===== src/rtl/bsr_pkg.sv =====
package bsr_pkg;
    typedef enum logic [2:0] {
        ST_IDLE  = 3'd0,
        ST_WORD  = 3'd1,
        ST_HBYTE = 3'd2,
        ST_LBYTE = 3'd3,
        ST_GAP   = 3'd4
    } rd_state_e;
endpackage


===== src/rtl/bsr_qualify.sv =====
module bsr_qualify
    import bsr_pkg::*;
(
    input  logic      chip_en,
    input  logic      chip_sel_n,
    input  logic      rd_cnv,
    input  logic      busy,
    input  logic      word_mode,
    input  logic      byte_addr,
    output logic      ready,
    output rd_state_e target
);
    // All four read conditions must hold together.
    assign ready = rd_cnv & ~busy & chip_en & ~chip_sel_n;

    always_comb begin
        if (word_mode)      target = ST_WORD;
        else if (byte_addr) target = ST_LBYTE;
        else                target = ST_HBYTE;
    end
endmodule


===== src/rtl/bsr_fsm.sv =====
module bsr_fsm
    import bsr_pkg::*;
(
    input  logic      clk,
    input  logic      rst_n,
    input  logic      ready,
    input  rd_state_e target,
    output rd_state_e state
);
    rd_state_e nxt;

    always_ff @(posedge clk or negedge rst_n) begin
        if (!rst_n) state <= ST_IDLE;
        else        state <= nxt;
    end

    always_comb begin
        nxt = state;
        if (!ready) begin
            nxt = ST_IDLE;                                // close
        end else begin
            unique case (state)
                ST_IDLE, ST_GAP: nxt = target;            // open / make
                default:         nxt = (state == target) ? target   // hold
                                                         : ST_GAP;  // break
            endcase
        end
    end
endmodule


===== src/rtl/bsr_lanes.sv =====
module bsr_lanes
    import bsr_pkg::*;
#(
    parameter int NIB_W = 4
) (
    input  rd_state_e             state,
    input  logic [3*NIB_W-1:0]    result,
    output logic [2:0]            nib_oe,
    output logic                  nib_zero,
    output logic                  hi_byte_drv,
    output logic                  lo_byte_drv,
    output logic [3*NIB_W-1:0]    bus_dq
);
    localparam int NIB_N = 3;
    localparam int TOP   = NIB_N - 1;

    always_comb begin
        nib_zero    = (state == ST_LBYTE);
        hi_byte_drv = (state == ST_WORD) || (state == ST_HBYTE);
        lo_byte_drv = (state == ST_LBYTE);
    end

    for (genvar i = 0; i < NIB_N; i++) begin : g_nib
        always_comb begin
            nib_oe[i]                   = 1'b0;
            bus_dq[i*NIB_W +: NIB_W]    = '0;
            unique case (state)
                ST_WORD: begin
                    nib_oe[i]                = 1'b1;
                    bus_dq[i*NIB_W +: NIB_W] = result[i*NIB_W +: NIB_W];
                end
                ST_HBYTE: begin
                    if (i != 0) begin
                        nib_oe[i]                = 1'b1;
                        bus_dq[i*NIB_W +: NIB_W] = result[i*NIB_W +: NIB_W];
                    end
                end
                ST_LBYTE: begin
                    if (i == TOP) begin
                        nib_oe[i]                = 1'b1;
                        bus_dq[i*NIB_W +: NIB_W] = result[NIB_W-1:0];
                    end else if (i != 0) begin
                        nib_oe[i]                = 1'b1;   // forced-zero nibble
                    end
                end
                default: begin
                    nib_oe[i]                = 1'b0;
                end
            endcase
        end
    end
endmodule


===== src/rtl/byte_steer_rd.sv =====
module byte_steer_rd
    import bsr_pkg::*;
#(
    parameter int NIB_W = 4
) (
    input  logic                 clk,
    input  logic                 rst_n,
    input  logic                 chip_en,
    input  logic                 chip_sel_n,
    input  logic                 rd_cnv,
    input  logic                 byte_addr,
    input  logic                 word_mode,
    input  logic                 busy,
    input  logic [3*NIB_W-1:0]   result,
    output logic [2:0]           nib_oe,
    output logic                 nib_zero,
    output logic                 hi_byte_drv,
    output logic                 lo_byte_drv,
    output logic [3*NIB_W-1:0]   bus_dq
);
    logic      ready;
    rd_state_e target;
    rd_state_e state;

    bsr_qualify u_qual (
        .chip_en    (chip_en),
        .chip_sel_n (chip_sel_n),
        .rd_cnv     (rd_cnv),
        .busy       (busy),
        .word_mode  (word_mode),
        .byte_addr  (byte_addr),
        .ready      (ready),
        .target     (target)
    );

    bsr_fsm u_fsm (
        .clk    (clk),
        .rst_n  (rst_n),
        .ready  (ready),
        .target (target),
        .state  (state)
    );

    bsr_lanes #(.NIB_W(NIB_W)) u_lanes (
        .state       (state),
        .result      (result),
        .nib_oe      (nib_oe),
        .nib_zero    (nib_zero),
        .hi_byte_drv (hi_byte_drv),
        .lo_byte_drv (lo_byte_drv),
        .bus_dq      (bus_dq)
    );
endmodule


===== config.mk =====
export PLATFORM = sky130hd
export DESIGN_NAME = byte_steer_rd
export DESIGN_NICKNAME = d
export VERILOG_FILES = /design/src/rtl/bsr_pkg.sv /design/src/rtl/bsr_qualify.sv /design/src/rtl/bsr_fsm.sv /design/src/rtl/bsr_lanes.sv /design/src/rtl/byte_steer_rd.sv
export SDC_FILE = /design/constraint.sdc
export NUM_CORES = 1
export LEC_CHECK = 0
export BUFFER_PORTS_ARGS = -buffer_cell sky130_fd_sc_hd__buf_4
export CAP_MARGIN = 20
export CORE_AREA = 2 2 39 41
export DETAILED_ROUTE_END_ITERATION = 16
export DIE_AREA = 0 0 41 43
export GPL_TIMING_DRIVEN = 0
export PLACE_DENSITY = 0.62
export SYNTH_ARGS = -nofsm -noshare
export SYNTH_HDL_FRONTEND = slang
export SYNTH_SLANG_ARGS = --single-unit

===== constraint.sdc =====
create_clock -name clk -period 1.07 [get_ports clk]
set_clock_uncertainty 0.1 [all_clocks]
set_input_delay 0.107 -clock clk [delete_from_list [all_inputs] [get_ports clk]]
set_output_delay 0.107 -clock clk [all_outputs]
set_load 0.01 [all_outputs]

==> results.json, run 1 <==
{
  "post-route-util_pct": 65.6,
  "cp_top_family": "flip-flops",
  "dp.final_hpwl_um": 807,
  "grt_pass1_wl_mm": 1.62,
  "slowest_stage": "dfrtp_1",
  "grt_pass1_vias": 417,
  "multi_input_area_um2": 322,
  "core-area_um2": 1380,
  "gr-total-overflow": 0,
  "drc": 0,
  "top_regs": "u_fsm.state x3",
  "final_max_slew_viol_count": 0,
  "switching_share_pct": 24.9,
  "violations": "negative setup slack",
  "synth_top_cell_by_area": "dfrtp_1",
  "seq_power_share_pct": 24.2,
  "worst_pin_slew_ns": 0.339,
  "seq_area_um2": 76.3,
  "cp-start-kind": "register",
  "worstPathMaxFanout": 6,
  "numCtsBuffers": 3,
  "post-route-period-util_pct": 145,
  "first_pass_iters": 3,
  "clk_pin_slew_ns": 0.04,
  "r2r_slack_ns": -0.34,
  "clockBufferDepth": 2,
  "num_io_pins": 38,
  "routed_wl_mm": 1.22,
  "placed_area_um2": 674,
  "synthCells": 38,
  "cts.sinks": 3,
  "synth_compound_area_share_pct": 16.2,
  "rr_endpoint": "u_fsm.state[2]",
  "path_class": "register to output port",
  "cp_num_cells": 4,
  "dieArea_um2": 1760,
  "initial_utilization_pct": 23.4,
  "rsz0062_at_grt": "yes",
  "finalHoldViolCount": 0,
  "cts_root_buf": "clkbuf_4",
  "total_power_uw": 489,
  "fillers": 118,
  "drive_above_1_share_pct": 83.1,
  "path_buf_inv": 2,
  "wire_per_inst_um": 11.6,
  "die_w_um": 41,
  "gp_congestion": 0.615,
  "synth.distinct_cells": 21,
  "grt_max_degree": 7,
  "setup_ws_ns": -0.477,
  "synth_area_leaders": "dfrtp_1 (23%), and2_1 (15%), a22o_1 (11%)",
  "synth-adder-area-share_pct": 0,
  "fp.dieH_um": 43,
  "seq_area_frac_synth_pct": 23.2,
  "final_antenna_net_count": 0,
  "final_cell_mix": "buf_4 (29), buf_6 (20), and2_4 (8), a22o_1 (4)",
  "worst_r2r_path_depth": 5,
  "intPower_uw": 367,
  "arrival_ns": 1.34,
  "fin_area_um2": 907,
  "cp.required_ns": 0.86,
  "drv_cap": 0,
  "muxShareOfSynthArea_pct": 0,
  "syn_area_um2": 324,
  "top_register": "u_fsm.state",
  "clk_latency_ns": 0.23,
  "worstSetupEndpoint": "bus_dq[11]",
  "tritoncts": "done",
  "vias_per_cell": 4.53,
  "synth-simple-area-share_pct": 48.3,
  "maxSlewHeadroom_pct": 77.2,
  "timing.fmax_mhz": 646,
  "synth_top_family_by_area": "simple AND/OR/NAND/NOR gates",
  "yosys_register_bits": 3,
  "synth_nets": 58,
  "cpPeakStageDelay_ns": 0.36,
  "antenna_found_initial": 0,
  "synth_top_area_share_pct": 23.2,
  "io_buffer_count": 37,
  "combPwrFrac_pct": 35.8,
  "outcome": "finished with violations",
  "fin_nets": 110,
  "h-tree-depth": 1,
  "synth.avg_cell_area_um2": 8.53,
  "worstHoldPathType": "input port to asynchronous set/reset pin",
  "period_needed_ns": 1.55,
  "synth-xor-area-share_pct": 2.70,
  "track_usage_pct": 13.8,
  "p_per_area_nw_per_um2": 539,
  "r2r-start": "u_fsm.state[0]",
  "p_leak_uw": 0.000446,
  "drtIter0Drc": 3,
  "rows": 14,
  "switchingPower_uw": 122,
  "largest_register_ffs": 3,
  "ir_drop_v": 0.000427,
  "worstSetupStartpoint": "u_fsm.state[0]",
  "pwr-share-clk_pct": 40.0,
  "finalSetupViolCount": 21,
  "path_cells": "buf_6 > and3b_2 > a22o_1 > buf_4",
  "syn_to_final_growth_pct": 180,
  "ys_warn_count": 0,
  "n_antenna_cell": 0,
  "vias": 476,
  "final_common_cell": "buf_4",
  "endpoint_kind": "output port"
}
==> area by class of cell <==
cell class | count | area share (%)
Clock buffer | 4 | 2.90
Tap cell | 16 | 2.21
Timing Repair Buffer | 47 | 46.5
Multi-Input combinational cell | 31 | 35.4
Sequential cell | 3 | 8.41
Buffer | 4 | 4.55
==> logic make-up after synthesis <==
| kind of cell | Yosys count |
|---|---|
| DFF | 3 |
| xor gates and xnor gates | 1 |
| buffers and inverters | 5 |
| AOI/OAI and AO/OA | 7 |
| and+or+nand+nor | 22 |
==> what timing repair did <==
item | in CTS | in global routing
setup buffers | 7 | 1
endpoints found under the hold margin | 4 | 0
gates resized for setup | 19 | 12
cloned | 1 | 0
pin swaps | 15 | 12
setup endpoints to repair | 21 | 21
hold buffers | 2 | 0
==> synthesized netlist by cell type <==
cell type and number:
nor4b_1 1, nand4bb_1 1, and4b_1 1, a21oi_1 1
clkbuf_1 1, xnor2_1 1, nor4_1 1, nor3b_2 1
and2_1 8, nand4b_1 1, o21ai_0 1, buf_2 1
dfrtp_1 3, buf_4 3, and3b_1 1, nor3_1 3
a21o_1 1, nor2_4 1, nand2b_1 1, nor2_1 2
a22o_1 4
==> through the flow <==
stage	setup TNS, ns	hold WS (ns)	setup slack (ns)	instances
after floorplan	-1.80	-0.289	-0.156	38
after global placement	-3.77	-0.204	-0.275	91
after detailed placement	-3.89	-0.203	-0.274	91
after CTS	-8.38	0.0899	-0.480	104
after global routing	-9.79	0.0845	-0.544	105
final	-8.40	0.102	-0.477	105
==> worst min path at each step <==
stage | start | to | slack [ns]
after floorplan | rst_n | u_fsm.state[0] | -0.29
after global placement | rst_n | u_fsm.state[0] | -0.20
after detailed placement | rst_n | u_fsm.state[0] | -0.20
after CTS | rst_n | u_fsm.state[1] | 0.09
after global routing | rst_n | u_fsm.state[0] | 0.08
final | rst_n | u_fsm.state[1] | 0.10
==> power by group through the flow <==
stage	registers, µW	logic [µW]	clock network [µW]
5_1_grt	118	187	230
4_1_cts	118	164	209
3_3_place_gp	119	134	0
6_report	118	175	196
3_5_place_dp	119	137	0
2_1_floorplan	119	50.3	0
==> worst register-to-register path, stage by stage, from the launching register on <==
cell	delay [ns]
dfrtp_1	0.36
buf_6	0.14
buf_4	0.13
buf_6	0.12
nor4_2	0.35
nor4b_4	0.08
==> routing by layer <==
metal,GRT usage [%],vias to the layer above,part of all wire [%],wire (µm)
met3,3.14,0,11,131
li1,-,238,-,-
met4,8.00,0,0,0
met1,11.7,210,32,385
met5,0,-,0,0
met2,25.9,28,57,698
Note: power is estimated with default switching activity, not from simulation.
==> run 2, diff against run 1 <==
Settings changed: CELL_PAD_IN_SITES_DETAIL_PLACEMENT from default to 1, CELL_PAD_IN_SITES_GLOBAL_PLACEMENT from default to 1, CORE_AREA 2 2 39 41 to default, CORE_MARGIN from default to 2, CORE_UTILIZATION from default to 17, DIE_AREA 0 0 41 43 to default, PLACE_DENSITY 0.62 to 0.68.
==> results.json, run 2 (same netlist as run 1, synthesis figures left out) <==
{
  "outcome": "finished with violations",
  "violations": "negative setup slack",
  "clk_latency_ns": 0.24,
  "path_class": "register to output port",
  "cts.sinks": 3,
  "cp.required_ns": 0.86,
  "place_inst": 100,
  "multi_input_area_um2": 312,
  "routed_wl_mm": 1.57,
  "fillers": 212,
  "drtIter0Drc": 1,
  "final_antenna_net_count": 0,
  "tritoncts": "done",
  "clockBufferDepth": 2,
  "largest_register_ffs": 3,
  "fin_nets": 113,
  "grt_pass1_wl_mm": 1.62,
  "grt_pass1_vias": 420,
  "core-area_um2": 1760,
  "top_regs": "u_fsm.state x3",
  "num_io_pins": 38,
  "cp-start-kind": "register",
  "drive_above_1_share_pct": 82.6,
  "finalSetupViolCount": 21,
  "wire_per_inst_um": 13.4,
  "grt_max_degree": 10,
  "gp_congestion": 0.638,
  "ir_drop_v": 0.000496,
  "rsz0062_at_grt": "yes",
  "post-route-util_pct": 53.0,
  "h-tree-depth": 1,
  "post-route-period-util_pct": 148,
  "gr-total-overflow": 0,
  "setup_ws_ns": -0.508,
  "maxSlewHeadroom_pct": 82.4,
  "worstPathMaxFanout": 5,
  "rows": 15,
  "final_common_cell": "buf_4",
  "arrival_ns": 1.37,
  "drv_cap": 0,
  "timing.fmax_mhz": 634,
  "antenna_found_initial": 0,
  "p_per_area_nw_per_um2": 540,
  "finalHoldViolCount": 0,
  "first_pass_iters": 3,
  "total_power_uw": 505,
  "seq_area_um2": 76.3,
  "p_leak_uw": 0.000465,
  "initial_utilization_pct": 18.4,
  "drc": 0,
  "top_register": "u_fsm.state",
  "fp.dieH_um": 47.7,
  "syn_to_final_growth_pct": 188,
  "n_antenna_cell": 0,
  "clk_pin_slew_ns": 0.04,
  "vias_per_cell": 4.36,
  "dieArea_um2": 2270,
  "io_buffer_count": 37,
  "fin_cells": 117,
  "numCtsBuffers": 3,
  "die_w_um": 47.7,
  "worstHoldPathType": "input port to asynchronous set/reset pin",
  "endpoint_kind": "output port",
  "final_cell_mix": "buf_4 (34), buf_6 (19), and2_4 (7), a22o_1 (4), clkbuf_4 (3)",
  "worst_pin_slew_ns": 0.262,
  "vias": 510,
  "worst_r2r_path_depth": 6,
  "track_usage_pct": 10.4,
  "period_needed_ns": 1.58,
  "cts_root_buf": "clkbuf_4",
  "final_max_slew_viol_count": 0
}
[run 2: cell types whose count changed in the layout (fill, tap and decap cells not counted)]
cell	change
xnor2_2	+1
and2_4	-1
buf_4	+5
buf_6	-1
nor4_4	+1
nor3_4	-1
xnor2_4	-1
nor3_1	+1
nor2_4	+1
nor4_2	-1
nand2b_1	-1
nor2_2	-2
and2_1	+1
nand2b_4	+1
[run 2: timing repair]
action	in CTS	in global routing
endpoints found under the hold margin	4	0
pin swaps	8	10
setup buffers	7	5
gates resized for setup	18	11
hold buffers	2	0
endpoints found under the setup margin	21	21
cloned	0	0
[run 2: worst max-delay path, cell delays in order, from the launching register on]
cell and delay (ns):
dfrtp_2 0.45, buf_6 0.14, nor3b_4 0.26, and2_4 0.19, buf_6 0.09
[run 2: path summary, 6_finish.rpt]
| check | startpoint | to | slack [ns] |
|---|---|---|---|
| worst max-delay path | u_fsm.state[1] | bus_dq[0] | -0.51 |
| worst min-delay path | rst_n | u_fsm.state[1] | 0.09 |
| worst max register to register | u_fsm.state[2] | u_fsm.state[1] | -0.34 |
| worst min register to register | u_fsm.state[1] | u_fsm.state[0] | 0.77 |
| max in group asynchronous | rst_n | u_fsm.state[1] | 0.68 |
| min in group clk | busy | u_fsm.state[0] | 0.16 |
[run 2: area by class of cell]
type / count / share of cell area [%]
Buffer: 4 / 4.42
Clock buffer: 4 / 2.81
Timing Repair Buffer: 51 / 47.9
Tap cell: 25 / 3.35
Sequential cell: 3 / 8.17
Multi-Input combinational cell: 30 / 33.3
[run 2: power by group]
part           switching, µW  total (µW)  internal (µW)
Clock                   64.4         205            140
Sequential              1.77         118            116
Combinational           67.9         183            115
Total                    134         505            371
[run 2: routing by layer]
layer / vias to the layer above / wire length, µm / global-route usage, %
met5: - / 0 / 0
met4: 0 / 14 / 6.49
met3: 2 / 201 / 3.77
met2: 36 / 784 / 20.0
met1: 224 / 569 / 8.84
li1: 248 / - / -
[run 2: metrics by stage]
step	setup TNS [ns]	hold slack, ns	worst slack [ns]	area (µm²)
after global routing	-10.29	0.0856	-0.582	935
after floorplan	-1.80	-0.289	-0.156	377
after detailed placement	-4.09	-0.202	-0.298	686
after global placement	-3.79	-0.204	-0.288	686
after CTS	-9.25	0.0813	-0.523	850
final	-8.95	0.0880	-0.508	935
